`config.mk`:
```
export PLATFORM = sky130hd
export DESIGN_NAME = irq_preempt_unit
export DESIGN_NICKNAME = d
export VERILOG_FILES = /design/src/rtl/irqprio_pkg.sv /design/src/rtl/irqprio_split.sv /design/src/rtl/irqprio_unpack.sv /design/src/rtl/irqprio_decide.sv /design/src/rtl/irq_preempt_unit.sv
export SDC_FILE = /design/constraint.sdc
export NUM_CORES = 1
export LEC_CHECK = 0
export ABC_AREA = 1
export BUFFER_PORTS_ARGS = -buffer_cell sky130_fd_sc_hd__buf_2
export CAP_MARGIN = 15
export CORE_AREA = 4 4 47 65
export CTS_CLUSTER_DIAMETER = 80
export DETAILED_ROUTE_END_ITERATION = 7
export DIE_AREA = 0 0 51 69
export GPL_TIMING_DRIVEN = 0
export PLACE_DENSITY_LB_ADDON = 0.1
export SYNTH_ARGS = -nofsm -noshare
export SYNTH_HDL_FRONTEND = slang
export SYNTH_SLANG_ARGS = --single-unit
export TNS_END_PERCENT = 20
```
`constraint.sdc`:
```
create_clock -name clk -period 2.9 [get_ports clk]
set_clock_uncertainty 0.1 [all_clocks]
set_input_delay 0.29 -clock clk [delete_from_list [all_inputs] [get_ports clk]]
set_output_delay 0.29 -clock clk [all_outputs]
set_load 0.05 [all_outputs]
```
`src/rtl/irqprio_pkg.sv`:
```
package irqprio_pkg;
  localparam int PRIO_W  = 8;
  localparam int IMPL_W  = 3;
  localparam int SEL_W   = 3;
  localparam int SLOTS   = 4;
  localparam int WORD_W  = PRIO_W * SLOTS;

  // number of subpriority bits for a selector value, clamped to the implemented width
  function automatic int sub_bits(input logic [SEL_W-1:0] sel, input int prio_w, input int impl_w);
    int n;
    n = int'(sel) + 1 - (prio_w - impl_w);
    if (n < 0) n = 0;
    if (n > impl_w) n = impl_w;
    return n;
  endfunction
endpackage

```
`src/rtl/irqprio_split.sv`:
```
module irqprio_split
  import irqprio_pkg::*;
#(
  parameter int P_W = PRIO_W,
  parameter int I_W = IMPL_W,
  parameter int S_W = SEL_W
) (
  input  logic [S_W-1:0] sel_i,
  input  logic [P_W-1:0] prio_i,
  output logic [I_W-1:0] group_o,
  output logic [I_W-1:0] sub_o
);
  logic [I_W-1:0] impl;
  int             nsub;

  assign impl = prio_i[P_W-1 -: I_W];

  always_comb begin
    nsub    = sub_bits(sel_i, P_W, I_W);
    group_o = '0;
    sub_o   = '0;
    for (int b = 0; b < I_W; b++) begin
      if (b < nsub)       sub_o[b]   = impl[b];
      if (b + nsub < I_W) group_o[b] = impl[b + nsub];
    end
  end
endmodule

```
`src/rtl/irqprio_unpack.sv`:
```
module irqprio_unpack
  import irqprio_pkg::*;
#(
  parameter int P_W = PRIO_W,
  parameter int I_W = IMPL_W,
  parameter int N   = SLOTS,
  localparam int W  = P_W * N
) (
  input  logic [W-1:0] word_i,
  output logic [W-1:0] slot_o
);
  for (genvar k = 0; k < N; k++) begin : g_slot
    assign slot_o[k*P_W +: P_W] = {word_i[k*P_W + P_W - 1 -: I_W], {(P_W - I_W){1'b0}}};
  end
endmodule

```
`src/rtl/irqprio_decide.sv`:
```
module irqprio_decide
  import irqprio_pkg::*;
#(
  parameter int I_W = IMPL_W
) (
  input  logic           clk,
  input  logic           rst,
  input  logic           cand_valid_i,
  input  logic           act_valid_i,
  input  logic [I_W-1:0] cand_group_i,
  input  logic [I_W-1:0] act_group_i,
  output logic           preempt_o
);
  logic wins;

  assign wins = cand_valid_i && (!act_valid_i || (cand_group_i < act_group_i));

  always_ff @(posedge clk) begin
    if (rst) preempt_o <= 1'b0;
    else     preempt_o <= wins;
  end

  // idle core lets any valid candidate through
  p_idle_pass_r8: assert property (@(posedge clk) disable iff (rst)
    (cand_valid_i && !act_valid_i) |=> preempt_o);

  // no candidate, no preemption
  p_no_cand_r9: assert property (@(posedge clk) disable iff (rst)
    !cand_valid_i |=> !preempt_o);

  // equal groups never preempt
  p_equal_group_r7: assert property (@(posedge clk) disable iff (rst)
    (act_valid_i && cand_group_i == act_group_i) |=> !preempt_o);
endmodule

```
`src/rtl/irq_preempt_unit.sv`:
```
module irq_preempt_unit
  import irqprio_pkg::*;
#(
  parameter int P_W = PRIO_W,
  parameter int I_W = IMPL_W,
  parameter int S_W = SEL_W,
  parameter int N   = SLOTS,
  localparam int W  = P_W * N
) (
  input  logic           clk,
  input  logic           rst,
  input  logic [S_W-1:0] grouping,
  input  logic [P_W-1:0] act_prio,
  input  logic           act_valid,
  input  logic [P_W-1:0] cand_prio,
  input  logic           cand_valid,
  input  logic [W-1:0]   prio_word,
  output logic [W-1:0]   slot_prio,
  output logic [I_W-1:0] act_group,
  output logic [I_W-1:0] act_sub,
  output logic [I_W-1:0] cand_group,
  output logic [I_W-1:0] cand_sub,
  output logic           preempt
);
  localparam logic [S_W-1:0] SEL_MAX = '1;

  irqprio_split #(.P_W(P_W), .I_W(I_W), .S_W(S_W)) u_split_act (
    .sel_i(grouping), .prio_i(act_prio), .group_o(act_group), .sub_o(act_sub));

  irqprio_split #(.P_W(P_W), .I_W(I_W), .S_W(S_W)) u_split_cand (
    .sel_i(grouping), .prio_i(cand_prio), .group_o(cand_group), .sub_o(cand_sub));

  irqprio_unpack #(.P_W(P_W), .I_W(I_W), .N(N)) u_unpack (
    .word_i(prio_word), .slot_o(slot_prio));

  irqprio_decide #(.I_W(I_W)) u_decide (
    .clk(clk), .rst(rst),
    .cand_valid_i(cand_valid), .act_valid_i(act_valid),
    .cand_group_i(cand_group), .act_group_i(act_group),
    .preempt_o(preempt));

  // top selector leaves no group bits, so nothing preempts an active handler
  p_top_sel_r10: assert property (@(posedge clk) disable iff (rst)
    (grouping == SEL_MAX && act_valid) |=> !preempt);

  // unimplemented bits of every slot read zero
  p_low_zero_r2: assert property (@(posedge clk) disable iff (rst)
    (slot_prio & ~{N{{I_W{1'b1}}, {(P_W - I_W){1'b0}}}}) == '0);

  // top selector yields a zero group field
  p_top_group_r6: assert property (@(posedge clk) disable iff (rst)
    (grouping == SEL_MAX) |-> (act_group == '0 && cand_group == '0));
endmodule

```
==> out/qor.yml, run 1 <==
floorplan:
  rows: 21
  core_mm2: 0.00244
  die_x_um: 51
  initial_core_util_pct: 30.3
  die-height_um: 69
  boundaryPins: 100
  die_area_mm2: 0.00352
sta:
  finalCritPeriodShare_pct: 94.0
  min_period_ns: 2.73
  hold_viol: 0
  setup_viol: 0
  fmax_mhz: 367
  slew_violations: 0
clocking:
  postCtsHoldBufs: 0
  clkTransAtPathRegs_ns: 0
finish:
  stdcell_count: 208
  largest_register_ff_count: 1
  fillers: 277
  drive_above_1_share_pct: 51.7
  diodes: 0
  seq_area_um2: 20.0
  top_register: "u_decide.preempt_o"
  finalInstanceArea_mm2: 0.00111
  final_core_util_pct: 45.5
  largestRegisters: "u_decide.preempt_o: 1 flops"
  nets: 239
  synthToLayoutAreaGrowth_pct: 50.3
  multi_input_area_um2: 532
power_and_ir_drop:
  power_mw: 0.410
  peakVddDrop_mv: 0.161
  power_density_mw_per_mm2: 369
  p_leak_nw: 0.710
logic_synthesis:
  ys_warn_count: 0
  syn_area_um2: 739
  synthSimpleGateAreaFrac_pct: 21.5
  seq_area_frac_synth_pct: 2.71
  synthArstFlopShare_pct: 0
  post_synth.cell_area_avg_um2: 6.37
  synth_top_family_by_area: "buffers and inverters"
  yosysUniqueCellTypes: 24
  muxShareOfSynthArea_pct: 0
  synth_compound_area_share_pct: 17.8
  syn_inst: 116
  synth_seq_cells: 1
  synth_xor_area_share_pct: 1.18
  synth_flop_cell: "dfxtp_1"
  synthAdderAreaFrac_pct: 13.5
  synth_edf_count: 0
critical_path:
  cp.arrival_ns: 2.56
  start_kind: "input port"
  crit_type: "input port to register"
  end_kind: "register"
  critPathRequiredTime_ns: 2.73
  endpoint: "u_decide.preempt_o$_SDFF_PP0_"
  path_max_fanout: 7
  startpoint: "grouping[0]"
detailed_routing:
  drtAntennaViolNets: 0
  dr_total_vias: 789
  route.final.wire_length_um: 1740
  drt-initial-drc-count: 0
  first_pass_iters: 1
  drc: 0
  vias_per_cell: 3.79
  wl_per_cell_um: 8.38
global_route:
  grt_pass1_wl_um: 2730
  grt-ovfl-total: 0
  grt_max_degree: 12
  antenna_found_initial: 0
  grt_pass1_vias: 668
  grt_use_total_pct: 8.86
placed_design:
  dp.cells: 206
  io_buffers: 37
  gp_routability_congestion: 0.794
  hpwl_um: 1580
  placed_area_mm2: 0.00108
flow_run:
  maxCapViolations: 0
outcome:
  outcome: "complete, no violations"
hold_path:
  hold_path_class: "input port to register"
==> where the power goes <==
| group | switching, mW | internal (mW) |
|---|---|---|
| logic | 0.280 | 0.114 |
| clock network | 0 | 0 |
| registers | 0.000308 | 0.0156 |
| total | 0.280 | 0.130 |
==> layer usage <==
metal | share of wire (%) | GRT usage [%] | wire length (um)
met4 | 0 | 0 | 0
met2 | 54 | 17.5 | 934
met3 | 11 | 1.51 | 186
met5 | 0 | 0 | 0
met1 | 36 | 10.0 | 623
==> stage by stage <==
step	hold slack [ns]	worst slack [ns]	TNS, ns
3_3_place_gp	0.373	0.121	0
2_1_floorplan	0.273	0.0111	0
3_5_place_dp	0.377	0.0674	0
6_report	0.375	0.174	0
5_1_grt	0.389	-0.0120	-0.0120
4_1_cts	0.378	0.0614	0
==> cells by family (layout without fill, tap and decap cells) <==
| family | Yosys count | after routing |
|---|---|---|
| other | 1 | 20 |
| DFF | 1 | 1 |
| adders and majority gates | 8 | 8 |
| xor gates and xnor gates | 1 | 1 |
| buffers and inverters | 52 | 91 |
| AOI/OAI and AO/OA | 20 | 20 |
| and+or+nand+nor | 33 | 33 |
==> Yosys cell counts (2+ instances only) <==
library cell | count | share of area (%)
a211oi_1 | 2 | 2.0
a21oi_1 | 8 | 5.4
buf_4 | 32 | 32
ha_1 | 8 | 14
inv_1 | 15 | 7.6
inv_2 | 4 | 2.0
nand2_1 | 21 | 11
nand2_4 | 2 | 3.0
nand3_1 | 2 | 1.4
nor2_1 | 3 | 1.5
nor2_2 | 2 | 1.7
o21ai_0 | 4 | 2.7
o21ai_1 | 2 | 1.4
==> worst min path at each step <==
stage / cells after the start / end / start / slack [ns]
after floorplan: 1 / u_decide.preempt_o$_SDFF_PP0_ / act_valid / 0.27
after global placement: 2 / u_decide.preempt_o$_SDFF_PP0_ / act_valid / 0.37
after detailed placement: 2 / u_decide.preempt_o$_SDFF_PP0_ / act_valid / 0.38
after CTS: 2 / u_decide.preempt_o$_SDFF_PP0_ / act_valid / 0.38
after global routing: 2 / u_decide.preempt_o$_SDFF_PP0_ / act_valid / 0.39
final: 2 / u_decide.preempt_o$_SDFF_PP0_ / act_valid / 0.38
==> worst max-delay path, cell delays in order <==
cell and delay, ns:
buf_2 0.16, ha_4 0.29, inv_1 0.04, nand2_1 0.06, nand3_2 0.12, o21ai_4 0.21, inv_2 0.10, ha_1 0.30
inv_1 0.07, nand3_2 0.11, nor2_2 0.16, inv_2 0.04, ha_1 0.28, a21oi_1 0.15, nand2_1 0.08, a21oi_2 0.11
==> cell type report <==
class | instances | area share [%]
multi-input combinational | 82 | 47.9
buffer | 33 | 22.1
timing repair buffer | 39 | 18.0
inverter | 19 | 6.42
tap | 34 | 3.83
sequential | 1 | 1.80
==> cells in the final DEF (no fill, tap or decap), drive strengths merged <==
master,synthesis,layout
a21oi,9,9
ha,8,8
a211oi,2,2
conb,1,20
nand2,24,24
o21ai,7,7
nor2,5,5
nand3,3,3
inv,19,19
a21boi,1,1
dfxtp,1,1
xnor2,1,1
o211ai,1,1
nand3b,1,1
buf,33,72
==> timing repair <==
item                       in CTS  in global routing
setup endpoints to repair       0                  1
hold endpoints to repair        0                  0
gates resized for setup         0                  2
setup buffers                   0                  2
Power figures use the tool's default switching activity.
==> inputs of run 2 (changes only) <==
- CORE_AREA: 4 4 47 65 -> 4 4 46 64
- CTS_BUF_LIST: default -> sky130_fd_sc_hd__clkbuf_8
- DIE_AREA: 0 0 51 69 -> 0 0 50 68
==> run 2 against run 1 <==
Combinational power about the same. Utilization up 0.69 points. Power is essentially flat. Flip-flop and latch count did not move. Cell count fell by 0.96%. Sequential power hardly changed. Setup slack got worse by 0.028 ns. Routed wire length is 0.97% higher. Highest routed layer unchanged.
==> out/qor.yml, run 2 (synthesis results as in run 1) <==
outcome:
  outcome: "complete, no violations"
power_and_ir_drop:
  comb_power_share_pct: 96.1
  power_density_mw_per_mm2: 372
  p_sw_mw: 0.283
  peakVddDrop_mv: 0.177
  pwr-share-clk_pct: 0
  switching_share_pct: 69.0
  power.internal_mw: 0.127
  p_seq_share_pct: 3.9
  p_leak_nw: 0.701
  power_mw: 0.410
clocking:
  cts.repair.resized: 0
  clkTransAtPathRegs_ns: 0
  post_cts_buffers: 0
  postCtsHoldBufs: 0
flow_run:
  maxCapViolations: 0
finish:
  largestRegisters: "u_decide.preempt_o: 1 flops"
  top_register: "u_decide.preempt_o"
  finalInstanceArea_mm2: 0.00110
  final_cell_mix: "38 x buf_2, 32 x buf_4, 21 x nand2_1, 20 x conb_1, 15 x inv_1"
  diodes: 0
  final_common_cell: "buf_2"
  largest_register_ff_count: 1
  synthToLayoutAreaGrowth_pct: 49.2
  nets: 237
  drive_above_1_share_pct: 51.2
  final_core_util_pct: 46.2
  stdcell_count: 206
floorplan:
  die_area_mm2: 0.00340
  rows: 21
  core_mm2: 0.00239
  initial_core_util_pct: 30.9
  die_x_um: 50
  die-height_um: 68
  boundaryPins: 100
placed_design:
  gp_routability_congestion: 0.739
  placed_area_mm2: 0.00108
  hpwl_um: 1600
  pre_cts_slack_ns: 0.0842
  dp.cells: 206
  io_buffers: 37
critical_path:
  path_max_fanout: 7
  cp.arrival_ns: 2.59
  critPathRequiredTime_ns: 2.73
  crit_type: "input port to register"
  start_kind: "input port"
  end_kind: "register"
  startpoint: "grouping[0]"
global_route:
  grt_pass1_vias: 649
  grt_use_total_pct: 9.04
  grt_pass1_wl_um: 2640
  grt_max_degree: 12
  grt-ovfl-total: 0
  antenna_found_initial: 0
sta:
  finalCritPeriodShare_pct: 95.0
  fmax_mhz: 363
  slew_violations: 0
  setup_viol: 0
  fin_ws_ns: 0.146
  worst_hold_slack_ns: 0.373
  min_period_ns: 2.75
  tns_ns: 0
  hold_viol: 0
detailed_routing:
  route.final.wire_length_um: 1760
  drc: 0
  vias_per_cell: 3.77
  first_pass_iters: 4
  drt-initial-drc-count: 8
  wl_per_cell_um: 8.55
  drtAntennaViolNets: 0
  dr_total_vias: 776
hold_path:
  worstHoldStart: "act_valid"
  hold_path_class: "input port to register"
## run 2: routing by layer
| metal | track usage [%] | routed length [um] |
|---|---|---|
| met2 | 18.3 | 959 |
| met1 | 10.4 | 628 |
| met5 | 0 | 0 |
| met3 | 1.31 | 173 |
| met4 | 0 | 0 |
## run 2: power by group through the flow
stage	registers (mW)	logic, mW	clock network (mW)
3_5_place_dp	0.0159	0.387	0
3_3_place_gp	0.0159	0.384	0
4_1_cts	0.0160	0.387	0
6_report	0.0159	0.394	0
5_1_grt	0.0160	0.423	0
2_1_floorplan	0.0217	0.321	0
## run 2: layout make-up
| type | instances | area [um2] |
|---|---|---|
| Buffer | 33 | 245 |
| Sequential cell | 1 | 20.0 |
| Multi-Input combinational cell | 82 | 537 |
| Fill cell | 263 | 1290 |
| Inverter | 19 | 73.8 |
| Tap cell | 34 | 42.5 |
| Timing Repair Buffer | 37 | 185 |
## run 2: path summary, 6_finish.rpt
path | to | cells after the start
setup / recovery | u_decide.preempt_o$_SDFF_PP0_ | 15
hold / removal | u_decide.preempt_o$_SDFF_PP0_ | 2
## run 2: worst max-delay path: stages
cell	delay (ns)
buf_2	0.15
ha_4	0.29
inv_1	0.04
nand2_1	0.06
nand3_2	0.12
o21ai_4	0.26
inv_4	0.09
ha_1	0.30
inv_1	0.06
nand3_2	0.12
a211oi_4	0.20
ha_1	0.27
a21oi_1	0.15
nand2_1	0.08
a21oi_2	0.10
==> inputs of run 3 (changes only) <==
- CORE_AREA: 4 4 46 64 -> 4 4 44 61
- DIE_AREA: 0 0 50 68 -> 0 0 48 65
- HOLD_SLACK_MARGIN: default -> 0.08
- SYNTH_HIERARCHICAL: default -> 1
==> run 3 against run 2 <==
Hold slack better by 0.0055 ns. Area after synthesis down 21%. Largest cell class is now non-clock buffers. Setup slack better by 0.73 ns. Combinational power down 35%. Routed wire length down 16%.
==> out/qor.yml, run 3 <==
finish:
  largestRegisters: "u_decide/preempt_o: 1 flops"
  drive_above_1_share_pct: 46.8
  nets: 219
  largest_register_ff_count: 1
  final_cell_mix: "37 x buf_2, 32 x buf_4, 27 x nand2_1, 20 x conb_1, 14 x nor2_1"
  finalInstanceArea_um2: 867
  diodes: 0
  top_register: "u_decide/preempt_o"
  final_common_cell: "buf_2"
  synthToLayoutAreaGrowth_pct: 48.7
  stdcell_count: 180
floorplan:
  die_area_mm2: 0.00312
  initial_core_util_pct: 27.1
  die_x_um: 48
  core_mm2: 0.00215
  die-height_um: 65
  boundaryPins: 100
  rows: 20
sta:
  slew_violations: 0
  tns_ns: 0
  min_period_ns: 2.03
  hold_viol: 0
  rsz0062_at_grt: "no"
  setup_viol: 0
  worst_hold_slack_ns: 0.378
  finalCritPeriodShare_pct: 69.9
  fmax_mhz: 494
logic_synthesis:
  synth_most_common_cell: "buf_4"
  synth.area.top_cells: "buf_4 41%, nand2_1 17%, nor2_1 9.0%, ha_1 8.6%, inv_1 5.8%"
  ys_warn_count: 6
  seq_area_frac_synth_pct: 3.43
  post_synth.cell_area_avg_um2: 5.72
  synth_area_leader_cell: "buf_4"
  yosysUniqueCellTypes: 12
  syn_inst: 102
  syn_area_um2: 583
  synth_flop_cell: "dfxtp_1"
  synth_top_cell_area_share_pct: 41.2
  synth_edf_count: 0
  synth_seq_cells: 1
  synthArstFlopShare_pct: 0
  synth_common_cells: "32 x buf_4, 27 x nand2_1, 14 x nor2_1"
global_route:
  grt_use_total_pct: 8.48
  grt_pass1_vias: 509
  grt_max_degree: 13
  antenna_found_initial: 0
  grt_pass1_wl_um: 2110
  grt-ovfl-total: 0
critical_path:
  crit_type: "input port to register"
  end_kind: "register"
  path_max_fanout: 12
  cp.arrival_ns: 1.86
  start_kind: "input port"
  critPathRequiredTime_ns: 2.73
detailed_routing:
  drtAntennaViolNets: 0
  vias_per_cell: 3.78
  drc: 0
  first_pass_iters: 4
  wl_per_cell_um: 8.26
  dr_total_vias: 680
  drt-initial-drc-count: 3
  route.final.wire_length_um: 1490
clocking:
  cts.repair.resized: 0
  postCtsHoldBufs: 0
  post_cts_buffers: 0
  clkTransAtPathRegs_ns: 0
flow_run:
  maxCapViolations: 0
power_and_ir_drop:
  peakVddDrop_mv: 0.109
  p_leak_nw: 0.609
  power_density_mw_per_mm2: 315
placed_design:
  dp.cells: 180
  io_buffers: 37
  hpwl_um: 1390
  placed_area_um2: 867
  gp_routability_congestion: 0.781
hold_path:
  hold_path_class: "input port to register"
outcome:
  outcome: "complete, no violations"
[run 3: cell count changes after synthesis, sizes merged, moves of 2 or more]
cell | before | now
o21ai | 7 | 0
nand4 | 0 | 2
nand3 | 3 | 6
a211oi | 2 | 0
nand2 | 24 | 31
ha | 8 | 4
a21oi | 9 | 2
nor2 | 5 | 14
inv | 19 | 9
[run 3: metrics by stage]
stage                     power, mW  utilization, %  worst slack (ns)
final                         0.273            40.3             0.874
after global routing          0.293            40.3             0.674
after CTS                     0.274            40.3             0.849
after detailed placement      0.274            40.3             0.860
after global placement        0.272            40.3             0.876
after floorplan               0.231               -             0.604
[run 3: worst max-delay path, stage by stage]
cell     delay, ns
buf_2         0.23
nand2_2       0.15
ha_1          0.34
nand2_1       0.07
nand2_1       0.04
nor2_1        0.12
inv_1         0.05
ha_1          0.26
nand2_1       0.06
inv_1         0.03
nand2_1       0.04
nand2_1       0.06
a21oi_2       0.10
[run 3: final cells by class]
class | count | area, um2
tap | 22 | 27.5
multi-input combinational | 79 | 360
buffer | 32 | 240
fill | 244 | 1280
sequential | 1 | 20.0
inverter | 9 | 33.8
timing repair buffer | 37 | 185
[run 3: worst paths after layout]
kind,startpoint,end,slack [ns],cells after the start
worst max-delay path,grouping[2],u_decide/preempt_o$_SDFF_PP0_,0.87,13
worst min-delay path,act_valid,u_decide/preempt_o$_SDFF_PP0_,0.38,2
[run 3: cells by family (layout without fill, tap and decap cells)]
group / Yosys count / count (layout) / synth area share (%)
AOI/OAI and AO/OA: 2 / 2 / 2.36
and+or+nand+nor: 53 / 53 / 38.0
buffers and inverters: 41 / 78 / 47.0
adders and majority gates: 4 / 4 / 8.58
other: 1 / 20 / 0.643
DFF: 1 / 1 / 3.43
[run 3: per-layer routing]
metal  track usage [%]  routed length, um
met1              10.4                502
met2              15.7                800
met3              1.11                183
met4                 0                  0
met5                 0                  0
[run 3: power breakdown]
part	internal (mW)	total [mW]	switching [mW]
sequential	0.0152	0.0154	0.000180
clock	0	0	0
combinational	0.0694	0.258	0.188
total	0.0846	0.273	0.189
